`src/rtl/tcd_pkg.sv`:
```
package tcd_pkg;

  // Per-entry status of a tracked line
  typedef struct packed {
    logic valid;
    logic rd;
    logic wr;
  } line_flags_t;

  localparam line_flags_t FLAGS_EMPTY = '{valid: 1'b0, rd: 1'b0, wr: 1'b0};

endpackage

```
`src/rtl/tcd_line_set.sv`:
```
module tcd_line_set
  import tcd_pkg::*;
#(
  parameter int LINE_W = 26,
  parameter int DEPTH  = 8
) (
  input  logic              clk,
  input  logic              rst_n,
  input  logic              clr,
  input  logic              rec,
  input  logic              rec_wr,
  input  logic [LINE_W-1:0] lk_line,
  output logic              hit_r,
  output logic              hit_w,
  output logic              own_hit,
  output logic              full
);

  localparam int IDX_W = (DEPTH > 1) ? $clog2(DEPTH) : 1;

  line_flags_t       flag_q [DEPTH];
  line_flags_t       flag_d [DEPTH];
  logic [LINE_W-1:0] tag_q  [DEPTH];

  logic [DEPTH-1:0]  match;
  logic [DEPTH-1:0]  valid_v;
  logic [IDX_W-1:0]  free_idx;
  logic              has_free;
  logic              tag_we;

  // Lookup
  always_comb begin
    hit_r = 1'b0;
    hit_w = 1'b0;
    for (int i = 0; i < DEPTH; i++) begin
      valid_v[i] = flag_q[i].valid;
      match[i]   = flag_q[i].valid && (tag_q[i] == lk_line);
      hit_r      = hit_r | (match[i] & flag_q[i].rd);
      hit_w      = hit_w | (match[i] & flag_q[i].wr);
    end
    own_hit = |match;
  end

  // Lowest free slot
  always_comb begin
    free_idx = '0;
    has_free = 1'b0;
    for (int i = DEPTH - 1; i >= 0; i--) begin
      if (!flag_q[i].valid) begin
        free_idx = IDX_W'(i);
        has_free = 1'b1;
      end
    end
    full = !has_free;
  end

  assign tag_we = !clr && rec && !own_hit && has_free;

  // Next state of the status bits
  always_comb begin
    for (int i = 0; i < DEPTH; i++) flag_d[i] = flag_q[i];
    if (clr) begin
      for (int i = 0; i < DEPTH; i++) flag_d[i] = FLAGS_EMPTY;
    end else if (rec) begin
      if (own_hit) begin
        for (int i = 0; i < DEPTH; i++) begin
          if (match[i]) begin
            flag_d[i].rd = flag_q[i].rd | !rec_wr;
            flag_d[i].wr = flag_q[i].wr | rec_wr;
          end
        end
      end else if (has_free) begin
        flag_d[free_idx] = '{valid: 1'b1, rd: !rec_wr, wr: rec_wr};
      end
    end
  end

  always_ff @(posedge clk or negedge rst_n) begin
    if (!rst_n) begin
      for (int i = 0; i < DEPTH; i++) flag_q[i] <= FLAGS_EMPTY;
    end else begin
      for (int i = 0; i < DEPTH; i++) flag_q[i] <= flag_d[i];
    end
  end

  // Tags carry no reset: qualified by the valid bit
  always_ff @(posedge clk) begin
    if (tag_we) tag_q[free_idx] <= lk_line;
  end

  p_clear_empties_r6: assert property (@(posedge clk) disable iff (!rst_n)
    clr |=> (valid_v == '0));

  p_full_holds_r9: assert property (@(posedge clk) disable iff (!rst_n)
    (full && !clr) |=> full);

  p_single_match_r1: assert property (@(posedge clk) disable iff (!rst_n)
    $countones(match) <= 1);

endmodule

```
`src/rtl/tcd_txn_ctrl.sv`:
```
module tcd_txn_ctrl #(
  parameter int RETRY_LIMIT = 100,
  parameter int CNT_W       = $clog2(RETRY_LIMIT + 1)
) (
  input  logic clk,
  input  logic rst_n,
  input  logic begin_i,
  input  logic commit_i,
  input  logic abort_i,
  input  logic conf_kill_i,
  input  logic ovf_i,
  output logic active_o,
  output logic fallback_o,
  output logic clr_o
);

  logic             active_q, active_d;
  logic             fb_q, fb_d;
  logic [CNT_W-1:0] cnt_q, cnt_d;
  logic             kill;
  logic             ovf;
  logic             cnt_en;

  assign kill = active_q && (abort_i || conf_kill_i);
  assign ovf  = active_q && ovf_i && !kill;

  always_comb begin
    active_d = active_q;
    fb_d     = fb_q;
    cnt_d    = cnt_q;
    if (kill) begin
      active_d = 1'b0;
      if (cnt_q != CNT_W'(RETRY_LIMIT)) cnt_d = cnt_q + 1'b1;
      if (cnt_q == CNT_W'(RETRY_LIMIT - 1)) fb_d = 1'b1;
    end else if (ovf) begin
      active_d = 1'b0;
      fb_d     = 1'b1;
    end else if (commit_i) begin
      active_d = 1'b0;
      fb_d     = 1'b0;
      cnt_d    = '0;
    end else if (begin_i && !active_q && !fb_q) begin
      active_d = 1'b1;
    end
  end

  assign cnt_en = kill || commit_i;

  always_ff @(posedge clk or negedge rst_n) begin
    if (!rst_n) begin
      active_q <= 1'b0;
      fb_q     <= 1'b0;
    end else begin
      active_q <= active_d;
      fb_q     <= fb_d;
    end
  end

  always_ff @(posedge clk or negedge rst_n) begin
    if (!rst_n)      cnt_q <= '0;
    else if (cnt_en) cnt_q <= cnt_d;
  end

  assign active_o   = active_q;
  assign fallback_o = fb_q;
  assign clr_o      = commit_i || kill || ovf;

  p_fallback_idle_r8: assert property (@(posedge clk) disable iff (!rst_n)
    fb_q |-> !active_q);

  p_count_bound_r8: assert property (@(posedge clk) disable iff (!rst_n)
    cnt_q <= CNT_W'(RETRY_LIMIT));

  p_begin_no_effect_r10: assert property (@(posedge clk) disable iff (!rst_n)
    (active_q && begin_i && !abort_i && !conf_kill_i && !ovf_i && !commit_i) |=> active_q);

endmodule

```
`src/rtl/tcd_conflict_eval.sv`:
```
module tcd_conflict_eval #(
  parameter int NUM_CORES = 4,
  parameter int CORE_W    = 2
) (
  input  logic                 acc_valid,
  input  logic [CORE_W-1:0]    acc_core,
  input  logic                 acc_write,
  input  logic [NUM_CORES-1:0] active,
  input  logic [NUM_CORES-1:0] hit_r,
  input  logic [NUM_CORES-1:0] hit_w,
  output logic [NUM_CORES-1:0] mask
);

  for (genvar c = 0; c < NUM_CORES; c++) begin : g_core
    logic other;
    assign other   = (acc_core != CORE_W'(c));
    assign mask[c] = acc_valid && other && active[c] &&
                     (hit_w[c] || (acc_write && hit_r[c]));
  end

endmodule

```
`src/rtl/txn_conflict_tracker.sv`:
```
module txn_conflict_tracker #(
  parameter int NUM_CORES   = 4,
  parameter int LINE_W      = 26,
  parameter int SET_DEPTH   = 8,
  parameter int RETRY_LIMIT = 100,
  parameter int CORE_W      = (NUM_CORES > 1) ? $clog2(NUM_CORES) : 1
) (
  input  logic                 clk,
  input  logic                 rst_n,
  input  logic [NUM_CORES-1:0] txn_begin,
  input  logic [NUM_CORES-1:0] txn_commit,
  input  logic [NUM_CORES-1:0] txn_abort,
  input  logic                 acc_valid,
  input  logic [CORE_W-1:0]    acc_core,
  input  logic [LINE_W-1:0]    acc_line,
  input  logic                 acc_write,
  output logic                 conf_valid,
  output logic [CORE_W-1:0]    conf_core,
  output logic [NUM_CORES-1:0] conf_mask,
  output logic [NUM_CORES-1:0] txn_active,
  output logic [NUM_CORES-1:0] fallback_req
);

  localparam int CNT_W = $clog2(RETRY_LIMIT + 1);

  logic [NUM_CORES-1:0] hit_r, hit_w, own_hit, full;
  logic [NUM_CORES-1:0] sel, rec_req, ovf, kill_req, clr;

  tcd_conflict_eval #(.NUM_CORES(NUM_CORES), .CORE_W(CORE_W)) u_eval (
    .acc_valid (acc_valid),
    .acc_core  (acc_core),
    .acc_write (acc_write),
    .active    (txn_active),
    .hit_r     (hit_r),
    .hit_w     (hit_w),
    .mask      (conf_mask)
  );

  assign conf_valid = |conf_mask;
  assign conf_core  = acc_core;

  for (genvar c = 0; c < NUM_CORES; c++) begin : g_core
    assign sel[c]      = acc_valid && (acc_core == CORE_W'(c));
    assign rec_req[c]  = sel[c] && txn_active[c] && !conf_valid;
    assign ovf[c]      = rec_req[c] && full[c] && !own_hit[c];
    assign kill_req[c] = sel[c] && conf_valid;

    tcd_line_set #(.LINE_W(LINE_W), .DEPTH(SET_DEPTH)) u_set (
      .clk     (clk),
      .rst_n   (rst_n),
      .clr     (clr[c]),
      .rec     (rec_req[c]),
      .rec_wr  (acc_write),
      .lk_line (acc_line),
      .hit_r   (hit_r[c]),
      .hit_w   (hit_w[c]),
      .own_hit (own_hit[c]),
      .full    (full[c])
    );

    tcd_txn_ctrl #(.RETRY_LIMIT(RETRY_LIMIT), .CNT_W(CNT_W)) u_ctrl (
      .clk         (clk),
      .rst_n       (rst_n),
      .begin_i     (txn_begin[c]),
      .commit_i    (txn_commit[c]),
      .abort_i     (txn_abort[c]),
      .conf_kill_i (kill_req[c]),
      .ovf_i       (ovf[c]),
      .active_o    (txn_active[c]),
      .fallback_o  (fallback_req[c]),
      .clr_o       (clr[c])
    );
  end

  p_requester_dropped_r5: assert property (@(posedge clk) disable iff (!rst_n)
    (acc_valid && conf_valid && txn_active[acc_core]) |=> !txn_active[$past(acc_core)]);

  p_self_excluded_r4: assert property (@(posedge clk) disable iff (!rst_n)
    conf_valid |-> !conf_mask[conf_core]);

endmodule

```
`config.mk`:
```
export PLATFORM = sky130hd
export DESIGN_NAME = txn_conflict_tracker
export DESIGN_NICKNAME = d
export VERILOG_FILES = /design/src/rtl/tcd_pkg.sv /design/src/rtl/tcd_line_set.sv /design/src/rtl/tcd_txn_ctrl.sv /design/src/rtl/tcd_conflict_eval.sv /design/src/rtl/txn_conflict_tracker.sv
export SDC_FILE = /design/constraint.sdc
export NUM_CORES = 2
export LEC_CHECK = 0
export BUFFER_PORTS_ARGS = -buffer_cell sky130_fd_sc_hd__buf_4
export CAP_MARGIN = 10
export CORE_UTILIZATION = 41
export DETAILED_ROUTE_END_ITERATION = 8
export GPL_TIMING_DRIVEN = 0
export PLACE_DENSITY = 0.57
export SYNTH_ARGS = -nofsm -noshare
export SYNTH_HDL_FRONTEND = slang
export SYNTH_SLANG_ARGS = --single-unit
```
`constraint.sdc`:
```
create_clock -name clk -period 7.85 [get_ports clk]
set_input_delay 0.3925 -clock clk [delete_from_list [all_inputs] [get_ports clk]]
set_output_delay 0.3925 -clock clk [all_outputs]
set_load 0.005 [all_outputs]
```
Yosys cells after proc, flatten, opt, wreduce, memory -nomap -nowiden
Memories as Yosys holds them, arrays and structs flattened.
Index checks and enable logic that the tools add are counted.
{"block": "classes", "n_eq_ne": 94, "multipliers": 0, "n_bitwise": 188, "add_sub_neg": 4, "order_cmp": 8, "shifts": 0, "n_div": 0, "reduce_logical": 225, "mux": 240}
{"operator": "$eq 26x26->1", "n": 32}
{"operator": "$mux 24", "n": 12}
{"operator": "$mux 2", "n": 64}
{"operator": "$or 1x1->1", "n": 120}
{"operator": "$mux 7", "n": 16}
{"operator": "$logic_and 1x1->1", "n": 108}
{"operator": "$mux 3", "n": 36}
{"operator": "$reduce_and 3->1", "n": 36}
{"operator": "$mux 1", "n": 104}
{"operator": "$bwmux 24", "n": 4}
{"operator": "$ne 3x2->1 const B", "n": 32}
{"operator": "$and 1x1->1", "n": 64}
{"operator": "$demux 3 s3", "n": 4}
{"operator": "$reduce_or 8->1", "n": 4}
{"operator": "$add 7x1->7 const B", "n": 4}
{"operator": "$eq 7x7->1 const B", "n": 4}
{"operator": "$ne 7x7->1 const B", "n": 4}
{"operator": "$logic_not 1->1", "n": 26}
{"operator": "$reduce_bool 2->1", "n": 13}
{"operator": "$reduce_bool 3->1", "n": 8}
{"operator": "$ne 2x2->1 const B", "n": 10}
{"operator": "$ne 2x1->1 const B", "n": 9}
{"operator": "$ge 4x4->1 const B", "n": 4}
{"operator": "$logic_or 1x1->1", "n": 16}
{"operator": "other kinds (9)", "n": 25}
{"block": "totals", "rom_bits": 0, "regBits": 132, "out_inout_bits": 15, "latch_bits": 0, "memories": 4, "mem_bits_rw": 832}
{"name": "g_core[0].u_set.tag_q", "depth": 8, "word_bits": 26, "read_ports": 8, "rd_ports_with_merged_regs": 0, "write_ports": 1, "line_no": "tcd_line_set.sv:23", "source": "logic [LINE_W-1:0] tag_q [DEPTH];"}
{"name": "g_core[1].u_set.tag_q", "depth": 8, "word_bits": 26, "read_ports": 8, "rd_ports_with_merged_regs": 0, "write_ports": 1, "line_no": "tcd_line_set.sv:23"}
{"name": "g_core[2].u_set.tag_q", "depth": 8, "word_bits": 26, "read_ports": 8, "rd_ports_with_merged_regs": 0, "write_ports": 1, "line_no": "tcd_line_set.sv:23"}
{"name": "g_core[3].u_set.tag_q", "depth": 8, "word_bits": 26, "read_ports": 8, "rd_ports_with_merged_regs": 0, "write_ports": 1, "line_no": "tcd_line_set.sv:23"}

Logic depth before layout (Yosys ltp)
{"block": "logic_depth", "depth_word": 27, "ltp_mapped": 17, "depth_no_buf": 12}

Modules after synthesis
A second synthesis with hierarchy kept.
{"block": "hier_totals", "cells_unflattened": 2928, "area_unflattened_um2": 43392.9}
{"mod": "tcd_line_set (g_core[1].u_set ...)", "n_inst": 2, "cells_each": 671, "area_per_inst_um2": 10248.6}
{"mod": "tcd_line_set (g_core[2].u_set)", "n_inst": 1, "cells_each": 669, "area_per_inst_um2": 10307.4}
{"mod": "tcd_line_set (g_core[0].u_set)", "n_inst": 1, "cells_each": 671, "area_per_inst_um2": 10202.3}
{"mod": "tcd_txn_ctrl (g_core[2].u_ctrl ...)", "n_inst": 2, "cells_each": 50, "area_per_inst_um2": 519.2}
{"mod": "tcd_txn_ctrl (g_core[0].u_ctrl)", "n_inst": 1, "cells_each": 59, "area_per_inst_um2": 571.8}
{"mod": "tcd_txn_ctrl (g_core[1].u_ctrl)", "n_inst": 1, "cells_each": 48, "area_per_inst_um2": 519.2}
{"mod": "txn_conflict_tracker", "n_inst": 1, "cells_each": 25, "area_per_inst_um2": 168.9}
{"mod": "tcd_conflict_eval", "n_inst": 1, "cells_each": 14, "area_per_inst_um2": 87.6}

Worst setup path before layout
No wires, ideal clock.
{"block": "synth_path", "kind": "in2reg", "from": "input acc_line[21]", "to": "memory g_core[0].u_set.tag_q[0][0] (enable)", "t_arrival_ns": 5.461, "slack_ns": 1.947, "cell_stages": 15, "required_ns": 7.408, "cell_sequence": "buf_4 buf_6 xor2_2 nor2_1 and3_1 and4_4 a22o_1 o41ai_2 a41oi_1 nor4_4 inv_2 or4_4 or3_1 buf_2 nor3_1"}
{"block": "synth_via", "elab_chain_cells": 27}
{"element": "start: declaration", "line_no": "txn_conflict_tracker.sv:15", "source": "input logic [LINE_W-1:0] acc_line,"}
{"element": "$eq 26x26->1", "line_no": "tcd_line_set.sv:37", "source": "match[i] = flag_q[i].valid && (tag_q[i] == lk_line);"}
{"element": "$logic_and 1x1->1", "line_no": "tcd_line_set.sv:37"}
{"element": "$and 1x1->1", "line_no": "tcd_line_set.sv:38", "source": "hit_r = hit_r | (match[i] & flag_q[i].rd);"}
{"element": "$or 1x1->1 (7 in series)", "line_no": "tcd_line_set.sv:38"}
{"element": "$logic_and 1x1->1", "line_no": "tcd_conflict_eval.sv:18", "source": "(hit_w[c] || (acc_write && hit_r[c]));"}
{"element": "$logic_or 1x1->1 (*)", "line_no": "tcd_conflict_eval.sv:18"}
{"element": "$logic_and 1x1->1 (*)", "line_no": "tcd_conflict_eval.sv:17", "source": "assign mask[c] = acc_valid && other && active[c] &&"}
{"element": "net conf_mask[1]", "line_no": "txn_conflict_tracker.sv:19", "source": "output logic [NUM_CORES-1:0] conf_mask,"}
{"element": "[1 not listed]"}
{"element": "net conf_valid", "line_no": "txn_conflict_tracker.sv:17", "source": "output logic conf_valid,"}
{"element": "[1 not listed]"}
{"element": "$logic_and 1x1->1", "line_no": "txn_conflict_tracker.sv:44", "source": "assign rec_req[c] = sel[c] && txn_active[c] && !conf_valid;"}
{"element": "$logic_and 1x1->1 (2 in series)", "line_no": "txn_conflict_tracker.sv:45", "source": "assign ovf[c] = rec_req[c] && full[c] && !own_hit[c];"}
{"element": "$logic_and 1x1->1 (2 in series)", "line_no": "tcd_txn_ctrl.sv:25", "source": "assign ovf = active_q && ovf_i && !kill;"}
{"element": "$logic_or 1x1->1", "line_no": "tcd_txn_ctrl.sv:66", "source": "assign clr_o = commit_i || kill || ovf;"}
{"element": "$logic_not 1->1", "line_no": "tcd_line_set.sv:57", "source": "assign tag_we = !clr && rec && !own_hit && has_free;"}
{"element": "$logic_and 1x1->1 (*) (3 in series)", "line_no": "tcd_line_set.sv:57"}
{"element": "$mux 1 (*)", "line_no": "tcd_line_set.sv:88", "source": "if (tag_we) tag_q[free_idx] <= lk_line;"}
{"element": "$mux 1 (not written as such) (*)", "line_no": "tcd_line_set.sv:88"}
{"element": "end: declaration", "line_no": "tcd_line_set.sv:23"}
The timed path passes the listed nets; every way through them passes the cells marked *.

Worst setup path after layout
{"block": "layout_path", "from": "input acc_line[5]", "to": "memory g_core[2].u_set.tag_q[5][15] (enable)"}
{"block": "layout_via", "elab_chain_cells": 27}
{"element": "$eq 26x26->1", "line_no": "tcd_line_set.sv:37"}
{"element": "$logic_and 1x1->1", "line_no": "tcd_line_set.sv:37"}
{"element": "$and 1x1->1", "line_no": "tcd_line_set.sv:38"}
{"element": "$or 1x1->1 (7 in series)", "line_no": "tcd_line_set.sv:38"}
{"element": "$logic_and 1x1->1", "line_no": "tcd_conflict_eval.sv:18"}
{"element": "$logic_or 1x1->1", "line_no": "tcd_conflict_eval.sv:18"}
{"element": "$logic_and 1x1->1", "line_no": "tcd_conflict_eval.sv:17"}
{"element": "$reduce_or 4->1", "line_no": "txn_conflict_tracker.sv:39", "source": "assign conf_valid = |conf_mask;"}
{"element": "[2 not listed]"}
{"element": "$logic_and 1x1->1 (2 in series)", "line_no": "txn_conflict_tracker.sv:45"}
{"element": "$logic_and 1x1->1 (2 in series)", "line_no": "tcd_txn_ctrl.sv:25"}
{"element": "$logic_or 1x1->1", "line_no": "tcd_txn_ctrl.sv:66"}
{"element": "$logic_not 1->1", "line_no": "tcd_line_set.sv:57"}
{"element": "$logic_and 1x1->1", "line_no": "tcd_line_set.sv:57"}
{"element": "$logic_and 1x1->1 (*) (2 in series)", "line_no": "tcd_line_set.sv:57"}
{"element": "$mux 1 (*)", "line_no": "tcd_line_set.sv:88"}
{"element": "$mux 1 (not written as such) (*)", "line_no": "tcd_line_set.sv:88"}
{"element": "end: declaration", "line_no": "tcd_line_set.sv:23"}
Every way passes the cells marked *; elsewhere a longest branch is shown, timed or not.

==> flow_summary.html <==
<table>
<tr><th>Metric</th><th>Value</th></tr>
<tr><th colspan="2">Setup path</th></tr>
<tr><td>R2R cell count</td><td>14</td></tr>
<tr><td>Maximum fanout along the worst path</td><td>33</td></tr>
<tr><td>Start point of the critical path</td><td>acc_line[5]</td></tr>
<tr><td>Critical Path, Cell by Cell</td><td>buf_4, buf_2, buf_6, buf_4, xnor2_1, nand4_1, nor4_1, and4_1, a41o_1, o31ai_1, o2111ai_1, nor2_1, nand2_1, or3_1, clkbuf_1, clkbuf_1, nor2_2, buf_16</td></tr>
<tr><td>Capture point of the critical path</td><td>g_core[2].u_set.tag_q[5][15]</td></tr>
<tr><td>Data required time of the worst path</td><td>a little over 8000 ps</td></tr>
<tr><td>Capture point of the worst reg-to-reg path</td><td>g_core[2].u_set.tag_q[5][15]</td></tr>
<tr><td>Reg-to-Reg Start</td><td>g_core[0].u_set.tag_q[3][20]</td></tr>
<tr><td>Kind of end point of the critical path</td><td>register</td></tr>
<tr><td>Kind of critical path</td><td>input port to register</td></tr>
<tr><td>Crit path DAT</td><td>8340 ps</td></tr>
<tr><td>Element type at the critical path start</td><td>input port</td></tr>
<tr><td>Crit-path max cell delay</td><td>1000 ps</td></tr>
<tr><td>Cell with the largest stage delay on the worst path</td><td>o31ai_1</td></tr>
<tr><td>Minimum setup slack among reg-to-reg paths</td><td>between 1000 and 1500 ps</td></tr>
<tr><th colspan="2">STA</th></tr>
<tr><td>Min cycle time layout</td><td>7950 ps</td></tr>
<tr><td>Clk_skew</td><td>30.2 ps</td></tr>
<tr><td>Count of final hold-check violations</td><td>0</td></tr>
<tr><td>Slew Viols, Final</td><td>0</td></tr>
<tr><td>Hold slack final</td><td>136 ps</td></tr>
<tr><td>Fraction of the cycle the final worst path needs</td><td>1.01</td></tr>
<tr><td>Highest attainable clock frequency</td><td>126 MHz</td></tr>
<tr><td>Worst-case setup margin in the final layout</td><td>-100 ps</td></tr>
<tr><td>Endpoints failing setup</td><td>64</td></tr>
<tr><td>Slew Limit Headroom</td><td>0.122</td></tr>
<tr><td>RSZ-0062 raised after global routing</td><td>no</td></tr>
<tr><td>Slew of the pin with the lowest slew margin</td><td>roughly 1300 ps</td></tr>
<tr><th colspan="2">GRT</th></tr>
<tr><td>Remaining global-route overflow</td><td>0</td></tr>
<tr><td>Antenna violations before repair</td><td>14</td></tr>
<tr><td>Total routing resource utilization after global routing</td><td>0.293</td></tr>
<tr><td>Largest net degree at the start of global routing</td><td>73</td></tr>
<tr><td>Vias in the first global route</td><td>28400</td></tr>
<tr><td>Wire length of the first global-routing pass</td><td>224000 µm</td></tr>
<tr><th colspan="2">CTS</th></tr>
<tr><td>Clock Pin Slew Worst Setup and Hold Paths</td><td>60 ps</td></tr>
<tr><td>Post-CTS setup-driven buffer insertion count</td><td>0</td></tr>
<tr><td>Number of H-tree levels</td><td>3</td></tr>
<tr><td>Number of buffers inserted during clock tree synthesis</td><td>approximately 110</td></tr>
<tr><td>Sink count of the clock tree</td><td>964</td></tr>
<tr><td>Clk Latency, worst-skew pair</td><td>slightly below 700 ps</td></tr>
<tr><td>Max Root-Sink Buffers</td><td>3</td></tr>
<tr><td>Clk root buf</td><td>clkbuf_16</td></tr>
<tr><td>Clock tree from TritonCTS</td><td>built</td></tr>
<tr><th colspan="2">Layout</th></tr>
<tr><td>Filler cell count</td><td>9409</td></tr>
<tr><td>Fraction of layout instances using a drive strength above 1</td><td>0.113</td></tr>
<tr><td>Finished layout cell area</td><td>slightly above 0.05 mm²</td></tr>
<tr><td>Area growth from synthesis to layout</td><td>14.0%</td></tr>
<tr><td>Combined flip-flop and latch cell area</td><td>0.0283 mm²</td></tr>
<tr><td>Final nets</td><td>3608</td></tr>
<tr><td>Area of the multi-input gates</td><td>0.0152 mm²</td></tr>
<tr><td>Commonest cells after routing, fill and taps aside</td><td>edfxtp_1, xnor2_1, nand4_1</td></tr>
<tr><td>Commonest non-fill, non-tap cell in the layout</td><td>edfxtp_1</td></tr>
<tr><th colspan="2">Placement</th></tr>
<tr><td>Post-detailed-placement cell area</td><td>between 0.04 and 0.05 mm²</td></tr>
<tr><td>Total half-perimeter wirelength after legalization and detailed placement</td><td>approximately 98000 µm</td></tr>
<tr><td>Setup WS pre-CTS</td><td>-461 ps</td></tr>
<tr><td>Count of input and output buffers</td><td>57</td></tr>
<tr><td>Global placement routability congestion</td><td>between 0.9 and 1</td></tr>
<tr><th colspan="2">Detailed routing</th></tr>
<tr><td>WL per Instance</td><td>between 30 and 40 µm</td></tr>
<tr><td>Wire length after detailed routing</td><td>163000 µm</td></tr>
<tr><td>Vias/cell</td><td>6.04</td></tr>
<tr><td>Number of remaining DRC errors</td><td>0</td></tr>
<tr><td>DR vias</td><td>about 30000</td></tr>
<tr><td>Routed Antenna Nets</td><td>0</td></tr>
<tr><td>DRC marker count from the first detailed-route iteration</td><td>between 4000 and 5000</td></tr>
<tr><td>First-pass DRT Iterations</td><td>6</td></tr>
<tr><th colspan="2">Job</th></tr>
<tr><td>Max capacitance violation total</td><td>0</td></tr>
<tr><th colspan="2">Floorplan</th></tr>
<tr><td>Effective utilization at floorplan</td><td>0.415</td></tr>
<tr><td>Number of I/O pins</td><td>just under 60</td></tr>
<tr><td>Vert. Die Dim</td><td>332 µm</td></tr>
<tr><td>Overall die area</td><td>0.110 mm²</td></tr>
<tr><td>Floorplan Core Area</td><td>approximately 0.11 mm²</td></tr>
<tr><td>Die W</td><td>332 µm</td></tr>
<tr><td>Number of placement rows</td><td>120</td></tr>
<tr><th colspan="2">Synth</th></tr>
<tr><td>Post-synth EDFFs</td><td>832</td></tr>
<tr><td>Synth Register Bits</td><td>964</td></tr>
<tr><td>Synth Net Count</td><td>~3400</td></tr>
<tr><td>Count of cell types in the netlist</td><td>77</td></tr>
<tr><td>Synth async-reset ratio</td><td>0.137</td></tr>
<tr><td>Dominant register cell in the synthesized netlist</td><td>edfxtp_1</td></tr>
<tr><td>Avg Cell Area, Syn</td><td>around 13 µm²</td></tr>
<tr><td>Yosys warning count</td><td>0</td></tr>
<tr><td>Share of the yosys chip area belonging to registers</td><td>0.633</td></tr>
<tr><td>Netlist area before placement</td><td>roughly 0.045 mm²</td></tr>
<tr><td>Synthesized instance count</td><td>3343</td></tr>
<tr><th colspan="2">Pwr</th></tr>
<tr><td>Max IR drop VDD</td><td>0.000177 V</td></tr>
<tr><td>Total power density per cell area</td><td>220 mW/mm²</td></tr>
<tr><td>Total power draw</td><td>0.0112 W</td></tr>
<tr><td>Leakage</td><td>~16 nW</td></tr>
<tr><th colspan="2">Min path</th></tr>
<tr><td>Beginning of the worst hold path</td><td>txn_commit[0]</td></tr>
<tr><td>Hold Path Cell Cnt</td><td>4</td></tr>
<tr><td>Class of the most critical hold timing path</td><td>input port to register</td></tr>
<tr><th colspan="2">Outcome</th></tr>
<tr><td>Violations in the final reports</td><td>negative setup slack</td></tr>
<tr><td>Run status</td><td>finished with violations</td></tr>
</table>
[layout make-up]
type | instances | share of cell area
Antenna cell | 3 | 0.000147
Sequential cell | 964 | 0.555
Tap cell | 1403 | 0.0344
Clock buffer | 148 | 0.0573
Buffer | 158 | 0.0193
Clock inverter | 47 | 0.00626
Multi-Input combinational cell | 2135 | 0.298
Inverter | 86 | 0.00633
Timing Repair Buffer | 105 | 0.0230
[kinds of logic after synthesis]
kind of cell | after synthesis | share of synthesized area
and+or+nand+nor | 961 | 0.122
adders and majority gates | 8 | 0.00224
AOI/OAI and AO/OA | 330 | 0.0501
muxes | 8 | 0.00182
xor gates and xnor gates | 828 | 0.162
DFF | 964 | 0.633
buffers and inverters | 244 | 0.0292
[Yosys cell counts, types with 23 or more instances]
master      n  area share
xor2_1    125       0.024
o22ai_1    23      0.0032
nand4_1   335       0.047
nand2b_1   29      0.0041
buf_2      34      0.0038
nand3_1    65      0.0073
o21ai_0    76      0.0085
edfxtp_1  832        0.56
nand2_1   140       0.012
nor3_1     54      0.0060
and3_1     31      0.0043
clkbuf_1   34      0.0029
xnor2_1   702        0.14
dfrtp_1   132       0.074
a21oi_1    69      0.0077
buf_4      77       0.013
nor2_1     95      0.0080
nor4_1     79       0.011
inv_1      85      0.0071
[metrics by stage]
stage           util  TNS [ps]  instances
6_report       0.474     -4640       5049
4_1_cts        0.472         0       5038
3_3_place_gp   0.436  -1075570       4803
5_1_grt        0.474         0       5046
3_5_place_dp   0.441    -65060       4837
2_1_floorplan      -         0       3343
[worst max-delay path: cells and delay by family]
| family | cells | cell delay, ps |
|---|---|---|
| compound gates | 3 | 2170 |
| xor+xnor | 1 | 200 |
| simple gates | 7 | 2750 |
| buf+inv | 7 | 2720 |
[worst min-delay path by stage]
stage                                       to
finish               g_core[0].u_ctrl.cnt_q[3]
global route        g_core[0].u_set.flag_q[14]
CTS                  g_core[0].u_ctrl.cnt_q[3]
detailed placement  g_core[3].u_set.flag_q[21]
global placement     g_core[0].u_ctrl.cnt_q[6]
floorplan            g_core[0].u_ctrl.active_o
[state kept, by name, summed over array words and instances, names as in the netlist]
signal / count
g_core.u_ctrl.cnt_q: 28
g_core.u_ctrl.active_o: 4
g_core.u_ctrl.fallback_o: 4
g_core.u_set.flag_q: 96
g_core.u_set.tag_q: 832
[metal layers]
metal | wire length (µm) | GRT usage | up-vias | part of all wire
met1 | 67200 | 0.412 | 15500 | 0.41
met4 | 6690 | 0.105 | 2 | 0.041
met5 | 13 | 0 | - | 0.000080
met2 | 73900 | 0.459 | 1723 | 0.45
met3 | 15600 | 0.0440 | 329 | 0.095
li1 | - | - | 13000 | -
[power by group]
group | internal [W] | leakage, nW | switching (W)
Clock | 0.00268 | 1.58 | 0.00208
Combinational | 0.000236 | 5.25 | 0.000636
Sequential | 0.00558 | 9.31 | 0.0000147
Total | 0.00850 | 16.1 | 0.00273
[timing repair]
item	in CTS	in global routing
gates resized for setup	0	0
hold buffers	6	0
setup endpoints to repair	0	0
endpoints found under the hold margin	64	0
Note: power is estimated with default switching activity, not from simulation.
